--- src/rtl/csirq_pkg.sv ---
package csirq_pkg;
  localparam int DW  = 8;
  localparam int NEV = 4;

  localparam int EV_DEAD = 0;
  localparam int EV_WARN = 1;
  localparam int EV_RDY  = 2;
  localparam int EV_CD   = 3;

  typedef enum logic [1:0] {
    IX_STAT = 2'd0,
    IX_CTRL = 2'd1,
    IX_CHG  = 2'd2,
    IX_ICFG = 2'd3
  } reg_ix_e;

  typedef struct packed {
    logic [1:0] cd_n;
    logic       pwr;
    logic       rdy;
    logic       bvd2;
    logic       bvd1;
  } card_in_t;

  localparam int CIN_W = $bits(card_in_t);
endpackage

--- src/rtl/csirq_sync.sv ---
module csirq_sync #(
  parameter int W      = 6,
  parameter int STAGES = 2
) (
  input  logic         clk,
  input  logic         rst,
  input  logic [W-1:0] d_i,
  output logic [W-1:0] q_o
);
  logic [W-1:0] stg [STAGES];

  always_ff @(posedge clk) begin
    if (rst) stg[0] <= '0;
    else     stg[0] <= d_i;
  end

  for (genvar s = 1; s < STAGES; s++) begin : g_stage
    always_ff @(posedge clk) begin
      if (rst) stg[s] <= '0;
      else     stg[s] <= stg[s-1];
    end
  end

  assign q_o = stg[STAGES-1];
endmodule

--- src/rtl/csirq_evdet.sv ---
module csirq_evdet
  import csirq_pkg::*;
#(
  parameter int STAGES = 2
) (
  input  logic           clk,
  input  logic           rst,
  input  card_in_t       cur_i,
  input  logic           io_mode_i,
  output logic [NEV-1:0] evt_o,
  output logic           lost_o
);
  localparam int ARM_N = STAGES + 1;
  localparam int CW    = $clog2(ARM_N + 1);

  card_in_t      prv;
  logic [CW-1:0] arm_cnt;
  logic          armed;
  logic          pres_c, pres_p, warn_c, warn_p;

  assign armed = (arm_cnt == CW'(ARM_N));

  always_ff @(posedge clk) begin
    if (rst) begin
      arm_cnt <= '0;
      prv     <= '0;
    end else begin
      prv <= cur_i;
      if (!armed) arm_cnt <= arm_cnt + 1'b1;
    end
  end

  assign pres_c = (cur_i.cd_n == 2'b00);
  assign pres_p = (prv.cd_n == 2'b00);
  assign warn_c = !io_mode_i && cur_i.bvd1 && !cur_i.bvd2;
  assign warn_p = !io_mode_i && prv.bvd1 && !prv.bvd2;

  always_comb begin
    evt_o          = '0;
    evt_o[EV_CD]   = armed && (pres_c != pres_p);
    evt_o[EV_RDY]  = armed && cur_i.rdy && !prv.rdy;
    evt_o[EV_WARN] = armed && warn_c && !warn_p;
    if (io_mode_i) evt_o[EV_DEAD] = armed && !cur_i.bvd1;
    else           evt_o[EV_DEAD] = armed && !cur_i.bvd1 && prv.bvd1;
  end

  assign lost_o = armed && pres_p && !pres_c;
endmodule

--- src/rtl/csirq_regs.sv ---
module csirq_regs
  import csirq_pkg::*;
#(
  parameter int IDX_W = 3
) (
  input  logic             clk,
  input  logic             rst,
  input  logic             bus_en_i,
  input  logic             bus_we_i,
  input  logic [IDX_W-1:0] bus_idx_i,
  input  logic [DW-1:0]    bus_wdata_i,
  input  logic [NEV-1:0]   evt_i,
  input  logic [3:0]       live_i,
  output logic [NEV-1:0]   chg_o,
  output logic [NEV-1:0]   ena_o,
  output logic [3:0]       steer_o,
  output logic             io_mode_o,
  output logic             cfg_en_o,
  output logic [DW-1:0]    rdata_o
);
  logic       upper_zero;
  logic [1:0] lo_idx;
  logic       rd, wr;
  logic       hit_stat, hit_ctrl, hit_chg, hit_icfg;

  if (IDX_W > 2) begin : g_upper
    assign upper_zero = ~|bus_idx_i[IDX_W-1:2];
  end else begin : g_noupper
    assign upper_zero = 1'b1;
  end

  assign lo_idx   = bus_idx_i[1:0];
  assign rd       = bus_en_i && !bus_we_i;
  assign wr       = bus_en_i && bus_we_i;
  assign hit_stat = upper_zero && (lo_idx == IX_STAT);
  assign hit_ctrl = upper_zero && (lo_idx == IX_CTRL);
  assign hit_chg  = upper_zero && (lo_idx == IX_CHG);
  assign hit_icfg = upper_zero && (lo_idx == IX_ICFG);

  always_ff @(posedge clk) begin
    if (rst) begin
      chg_o     <= '0;
      ena_o     <= '0;
      steer_o   <= '0;
      io_mode_o <= 1'b0;
      cfg_en_o  <= 1'b0;
      rdata_o   <= '0;
    end else begin
      chg_o <= ((rd && hit_chg) ? '0 : chg_o) | evt_i;
      if (wr && hit_ctrl) begin
        io_mode_o <= bus_wdata_i[0];
        cfg_en_o  <= bus_wdata_i[1];
      end
      if (wr && hit_icfg) begin
        steer_o <= bus_wdata_i[7:4];
        ena_o   <= bus_wdata_i[3:0];
      end
      if (rd) begin
        rdata_o <= '0;
        if (hit_stat) rdata_o <= {4'h0, live_i};
        if (hit_ctrl) rdata_o <= {6'h00, cfg_en_o, io_mode_o};
        if (hit_chg)  rdata_o <= {4'h0, chg_o};
        if (hit_icfg) rdata_o <= {steer_o, ena_o};
      end
    end
  end
endmodule

--- src/rtl/card_stat_irq.sv ---
module card_stat_irq
  import csirq_pkg::*;
#(
  parameter int IDX_W       = 3,
  parameter int SYNC_STAGES = 2
) (
  input  logic             clk,
  input  logic             rst,
  input  logic [1:0]       cd_n_i,
  input  logic             rdy_i,
  input  logic [1:0]       bvd_i,
  input  logic             pwr_good_i,
  input  logic             bus_en_i,
  input  logic             bus_we_i,
  input  logic [IDX_W-1:0] bus_idx_i,
  input  logic [7:0]       bus_wdata_i,
  output logic [7:0]       bus_rdata_o,
  output logic             irq_o,
  output logic [3:0]       irq_line_o,
  output logic             cfg_rst_o
);
  logic [CIN_W-1:0] raw_w, syn_w;
  card_in_t         cin_w;
  logic [NEV-1:0]   evt_w, chg_w, ena_w;
  logic             lost_w, io_mode_w, cfg_en_w;
  logic [3:0]       steer_w;
  logic             irq_q, pulse_q;

  assign raw_w = {cd_n_i, pwr_good_i, rdy_i, bvd_i[1], bvd_i[0]};

  csirq_sync #(.W(CIN_W), .STAGES(SYNC_STAGES)) u_sync (
    .clk (clk),
    .rst (rst),
    .d_i (raw_w),
    .q_o (syn_w)
  );

  assign cin_w = card_in_t'(syn_w);

  csirq_evdet #(.STAGES(SYNC_STAGES)) u_evdet (
    .clk       (clk),
    .rst       (rst),
    .cur_i     (cin_w),
    .io_mode_i (io_mode_w),
    .evt_o     (evt_w),
    .lost_o    (lost_w)
  );

  csirq_regs #(.IDX_W(IDX_W)) u_regs (
    .clk         (clk),
    .rst         (rst),
    .bus_en_i    (bus_en_i),
    .bus_we_i    (bus_we_i),
    .bus_idx_i   (bus_idx_i),
    .bus_wdata_i (bus_wdata_i),
    .evt_i       (evt_w),
    .live_i      ({cin_w.pwr, cin_w.rdy, cin_w.bvd2, cin_w.bvd1}),
    .chg_o       (chg_w),
    .ena_o       (ena_w),
    .steer_o     (steer_w),
    .io_mode_o   (io_mode_w),
    .cfg_en_o    (cfg_en_w),
    .rdata_o     (bus_rdata_o)
  );

  always_ff @(posedge clk) begin
    if (rst) begin
      irq_q   <= 1'b0;
      pulse_q <= 1'b0;
    end else begin
      irq_q   <= |(chg_w & ena_w);
      pulse_q <= lost_w && cfg_en_w;
    end
  end

  assign irq_o      = irq_q;
  assign cfg_rst_o  = pulse_q;
  assign irq_line_o = steer_w;
endmodule

--- config.mk ---
export PLATFORM = sky130hd
export DESIGN_NAME = card_stat_irq
export DESIGN_NICKNAME = d
export VERILOG_FILES = /design/src/rtl/csirq_pkg.sv /design/src/rtl/csirq_sync.sv /design/src/rtl/csirq_evdet.sv /design/src/rtl/csirq_regs.sv /design/src/rtl/card_stat_irq.sv
export SDC_FILE = /design/constraint.sdc
export NUM_CORES = 1
export LEC_CHECK = 0
export ABC_AREA = 1
export CAP_MARGIN = 10
export CORE_ASPECT_RATIO = 0.75
export CORE_UTILIZATION = 40
export CTS_BUF_LIST = sky130_fd_sc_hd__clkbuf_16
export CTS_CLUSTER_SIZE = 28
export DETAILED_ROUTE_END_ITERATION = 12
export MAX_ROUTING_LAYER = met4
export PLACE_DENSITY_LB_ADDON = 0.3
export SLEW_MARGIN = 20
export SYNTH_ARGS = -nofsm -noshare
export SYNTH_HDL_FRONTEND = slang
export SYNTH_SLANG_ARGS = --single-unit
--- constraint.sdc ---
create_clock -name clk -period 2.23 [get_ports clk]
set_input_delay 0.223 -clock clk [delete_from_list [all_inputs] [get_ports clk]]
set_output_delay 0.223 -clock clk [all_outputs]
set_load 0.01 [all_outputs]
### After elaboration in Yosys (flattened, before gate mapping)

Memory sizes are Yosys's and may differ from the RTL's.
Cells that the tools add are included.

* memory bits (writable): 12
* output and inout bits: 14
* word-level logic and storage cells: 71
* memories: 1
* bits in registers: 31
* input bits: 21

* eq/ne operators: 5
* bitwise operators: 4
* $add $sub $neg: 1
* muxes and demuxes: 11
* reductions and logical operators: 36

Memory list
* u_sync.stg: words 2, bits a word 6, read ports 2, clocked after memory_dff 0, write ports 2, line csirq_sync.sv:10 `logic [W-1:0] stg [STAGES];`

Operators by type and width (count)
* $logic_and A1 B1 Y1: 23
* $mux W4: 4
* $mux W6: 2
* $logic_not A1 Y1: 9
* $mux W8: 1
* $eq A2 B2 Y1 const B: 3
* $logic_not A2 Y1: 3
* $and A4 B4 Y4: 1
* $mux W1: 4
* $or A4 B4 Y4: 1
* $reduce_or A4 Y1: 1
* $add A2 B1 Y2 const B: 1
* $eq A2 B1 Y1 const B: 1
* $or A1 B1 Y1: 2
* $ne A1 B1 Y1: 1

### Longest topological paths before layout

* depth after elaboration: 6
* gate-level depth with buffers: 6
* depth with buffers taken out: 6

### Cells and area by module

A second synthesis with hierarchy kept.

* cell total of the unflattened synthesis: 222
* area, all modules: 1647.8 um2

Modules (own cells, without submodules)
* csirq_regs: area an instance 905.9 um2, times used 1, cells each 128
* csirq_sync: area an instance 341.6 um2, times used 1, cells each 37
* csirq_evdet: area an instance 322.8 um2, times used 1, cells each 45
* card_stat_irq: area an instance 77.6 um2, times used 1, cells each 12

### Least setup slack after synthesis

OpenSTA, ideal clock, no wires.

* kind: register -> register
* from: reg u_evdet.arm_cnt[0]
* to: reg u_regs.chg_o[3]
* stages on the path, launching flop included: 6
* data arrival time: 919 ps
* data required time: 2156 ps
* path slack: 1237 ps
* buffers on the path: 0
* setup time: 74 ps
* path through: dfxtp_1 > ha_1 > inv_1 > nor2_1 > nand2_1 > a31oi_1

* cells in the longest elaborated chain, start to end: 3

RTL lines
* from (decl): line csirq_evdet.sv:17 `logic [CW-1:0] arm_cnt;`
* from (signal assigned): line csirq_evdet.sv:29 `if (!armed) arm_cnt <= arm_cnt + 1'b1;`
* $eq A2 B2 Y1: line csirq_evdet.sv:21 `assign armed = (arm_cnt == CW'(ARM_N));`
* $logic_and A1 B1 Y1: line csirq_evdet.sv:40 `evt_o[EV_CD] = armed && (pres_c != pres_p);`
* $or A4 B4 Y4: line csirq_regs.sv:49 `chg_o <= ((rd && hit_chg) ? '0 : chg_o) | evt_i;`
* to (signal assigned): line csirq_regs.sv:49
* to (decl): line csirq_regs.sv:14 `output logic [NEV-1:0] chg_o,`

Every way passes these cells.
A chain may end at the register's enable or synchronous reset.

### Worst setup path in the final report

* from: in bus_idx_i[1]
* to: reg u_regs.ena_o[2]

* cells in the longest elaborated chain, start to end: 3

RTL lines
* from (decl): line card_stat_irq.sv:15 `input logic [IDX_W-1:0] bus_idx_i,`
* $eq A2 B2 Y1: line csirq_regs.sv:38 `assign hit_icfg = upper_zero && (lo_idx == IX_ICFG);`
* $logic_and A1 B1 Y1: line csirq_regs.sv:38
* $logic_and A1 B1 Y1: line csirq_regs.sv:54 `if (wr && hit_icfg) begin`
* to (signal assigned): line csirq_regs.sv:56 `ena_o <= bus_wdata_i[3:0];`
* to (decl): line csirq_regs.sv:15 `output logic [NEV-1:0] ena_o,`

Every way passes these cells.

==> results.py <==
metrics = {
    "sta": {
        "rsz0062_at_grt": "false",
        "max_freq_ghz": 0.694,
        "setup_tns_ns": 0,
        "finalWorstSetupSlack_ns": 0.789,
        "min_period_ns": 1.44,
        "slew-limit-headroom": 0.750,
        "hold_viol_final": 0,
        "finalSetupViolCount": 0,
        "tightest_slew_ns": 0.374,
        "final-max-slew-violation-count": 0,
        "finalCritPeriodShare": 0.646,
        "finClkSkew_ns": 0.00465,
    },
    "floorplanning": {
        "start_util": 0.431,
        "chipHeight_um": 57.1,
        "io_pins": 35,
        "rows": 19,
        "fp.coreArea_um2": 3760,
        "dieArea_um2": 4310,
        "fp.dieW_um": 75.5,
    },
    "clock_tree": {
        "path_clk_slew_ns": 0.06,
        "clk_latency_ns": 0.28,
        "holdBufCountCts": 0,
        "cts_tree": "yes",
        "cts_max_path_buffers": 2,
        "numCtsBuffers": 5,
        "post_cts_resized": 0,
        "cts_root_buf": "clkbuf_16",
        "cts.sinks": 43,
        "htree_levels": 2,
        "cts_setup_buffers": 0,
    },
    "setup_path": {
        "cpPeakStageDelay_ns": 0.64,
        "cp_slowest_cell": "clkdlybuf4s50_1",
        "crit_top_cell": "nor2_1",
        "crit_fanout": 11,
        "crit_type": "in2reg",
        "critPathRequiredTime_ns": 2.45,
        "crit_path_start_kind": "primary input",
        "startpoint": "bus_idx_i[1]",
        "path_cells": "clkdlybuf4s50_1 > nand2_2 > nor2_8 > nand2_4 > inv_2 > nor2_1 > nor2_1",
        "worstPathArrival_ns": 1.66,
        "cp-end-kind": "flip-flop",
        "cp_top_family": "buffers and inverters",
        "path_buf_inv": 2,
        "timing.rr.start": "u_evdet.arm_cnt[0]$_SDFFE_PP0N_",
    },
    "synth": {
        "ys_types": 26,
        "synth_top_area_frac": 0.531,
        "mappedNetlistArea_um2": 1620,
        "synth_area_leaders": "dfxtp_1, nor2_1, inv_1",
        "synth.largest_area_cell": "dfxtp_1",
        "synth_nets": 224,
        "ys_seq_area_frac": 0.531,
        "ys_warn_count": 0,
        "syn_inst": 202,
        "synth-seq-cells": 43,
        "synth_area_per_cell_um2": 8.02,
    },
    "power_and_ir_drop": {
        "leakage_nw": 0.902,
        "power.density_nw_per_um2": 860,
        "irDropWorstVdd_mv": 0.437,
    },
    "placement": {
        "hpwl_um": 2330,
        "place.gp.congestion": 0.799,
        "dp_slack_ns": 0.532,
        "io_buffers": 34,
    },
    "flow_run": {
        "maxCapViolations": 0,
    },
    "global_route": {
        "antenna_found_initial": 0,
        "grt_pass1_wl_um": 5340,
        "track_usage": 0.173,
        "grt_max_degree": 25,
        "gr-total-overflow": 0,
        "grt_pass1_vias": 1143,
    },
    "hold_path": {
        "worstHoldPathType": "reg2reg",
        "hp-start": "u_sync.stg[0][1]$_SDFF_PP0_",
    },
    "detailed_routing": {
        "drt_iter0_drc": 80,
        "drc": 0,
        "wire_per_inst_um": 11.1,
        "vias": 1367,
        "antenna_left": 0,
        "firstDrtPassIters": 4,
        "vias_per_cell": 4.68,
        "routed_wl_um": 3240,
    },
    "layout": {
        "mostFrequentLayoutCells": "dfxtp_1, nor2_1, clkdlybuf4s50_1, inv_1, nand2_1",
        "seq_area_um2": 861,
        "fillers": 362,
        "multi_input_area_um2": 614,
        "nets": 261,
        "diodes": 0,
        "drive_above_1_share": 0.0917,
        "area_growth_pct": 35.6,
        "layout_commonest_cell": "dfxtp_1",
    },
    "run_status": {
        "status": "completed",
    },
}
-- metrics by stage --
stage / util / cells / hold slack (ns) / power, W / instance area [um2]
2_1_floorplan: - / 202 / 0.330 / 0.000908 / 1620
3_3_place_gp: 0.535 / 284 / 0.389 / 0.000982 / 2010
3_5_place_dp: 0.535 / 284 / 0.396 / 0.000985 / 2010
4_1_cts: 0.585 / 292 / 0.404 / 0.00190 / 2200
5_1_grt: 0.585 / 292 / 0.418 / 0.00195 / 2200
6_report: 0.585 / 292 / 0.402 / 0.00189 / 2200
-- power by group --
part,switching (W),leakage [nW],internal (W),total [W]
Sequential,0.0000161,0.351,0.000801,0.000817
Combinational,0.0000764,0.455,0.0000750,0.000151
Clock,0.000285,0.0952,0.000637,0.000922
Total,0.000378,0.902,0.00151,0.00189
-- tightest hold or removal path: stages (launching register included) --
cell and delay [ns]:
dfxtp_1 0.29, inv_1 0.04, nor2_1 0.03
-- metal layers --
layer | vias to the layer above | GRT usage | wire length (um)
li1 | 719 | - | -
met1 | 601 | 0.254 | 1690
met2 | 39 | 0.217 | 1280
met3 | 8 | 0.0530 | 213
met4 | 0 | 0.0714 | 54
met5 | - | - | 0
-- path summary, 6_finish.rpt --
check | slack, ns | end | cells past startpoint
worst min register to register | 0.40 | u_sync.stg[1][1]$_SDFF_PP0_ | 2
worst max register to register | 1.09 | u_regs.chg_o[3]$_SDFF_PP0_ | 5
worst max-delay path | 0.79 | u_regs.ena_o[2]$_SDFFE_PP0P_ | 7
worst min-delay path | 0.40 | u_sync.stg[1][1]$_SDFF_PP0_ | 2
-- flip-flops by register name (all words and copies together) (netlist names) --
name and flops:
u_regs.steer_o 4, u_evdet.prv 5, cfg_rst_o 1, u_regs.cfg_en_o 1, u_regs.chg_o 4, u_regs.rdata_o 8, u_regs.ena_o 4, u_evdet.arm_cnt 2
u_regs.io_mode_o 1, u_sync.stg 12, irq_o 1
-- layout make-up --
cell class | instances | share of cell area
Inverter | 30 | 0.0513
Multi-Input combinational cell | 123 | 0.280
Clock inverter | 3 | 0.0290
Tap cell | 52 | 0.0296
Clock buffer | 5 | 0.0569
Timing Repair Buffer | 36 | 0.162
Sequential cell | 43 | 0.392
-- Yosys cell counts --
cell	instances
nand2_4	1
buf_2	2
inv_2	3
buf_6	1
o21ai_0	10
nor2_2	1
a41oi_1	3
nand3_1	9
nand4_1	4
o211ai_1	2
nor2_1	38
a21oi_2	2
nand3b_1	1
dfxtp_1	43
o21ai_1	7
a31oi_1	1
a21oi_1	12
or2_2	1
o21ai_2	3
clkbuf_1	3
nand2_2	1
nand2_1	24
ha_1	1
nor3_1	1
inv_1	27
nor2_8	1
-- cell families (layout without fill, tap and decap cells) --
family                   after synthesis  count (layout)  share of synthesized area
adder cells (fa/ha/maj)                1               1                    0.00772
AND/OR/NAND/NOR                       82              82                      0.225
flip-flops                            43              43                      0.531
buffers and inverters                 36              74                     0.0896
AO/OA/AOI/OAI                         40              40                      0.146
(Power assumes the default switching activity.)
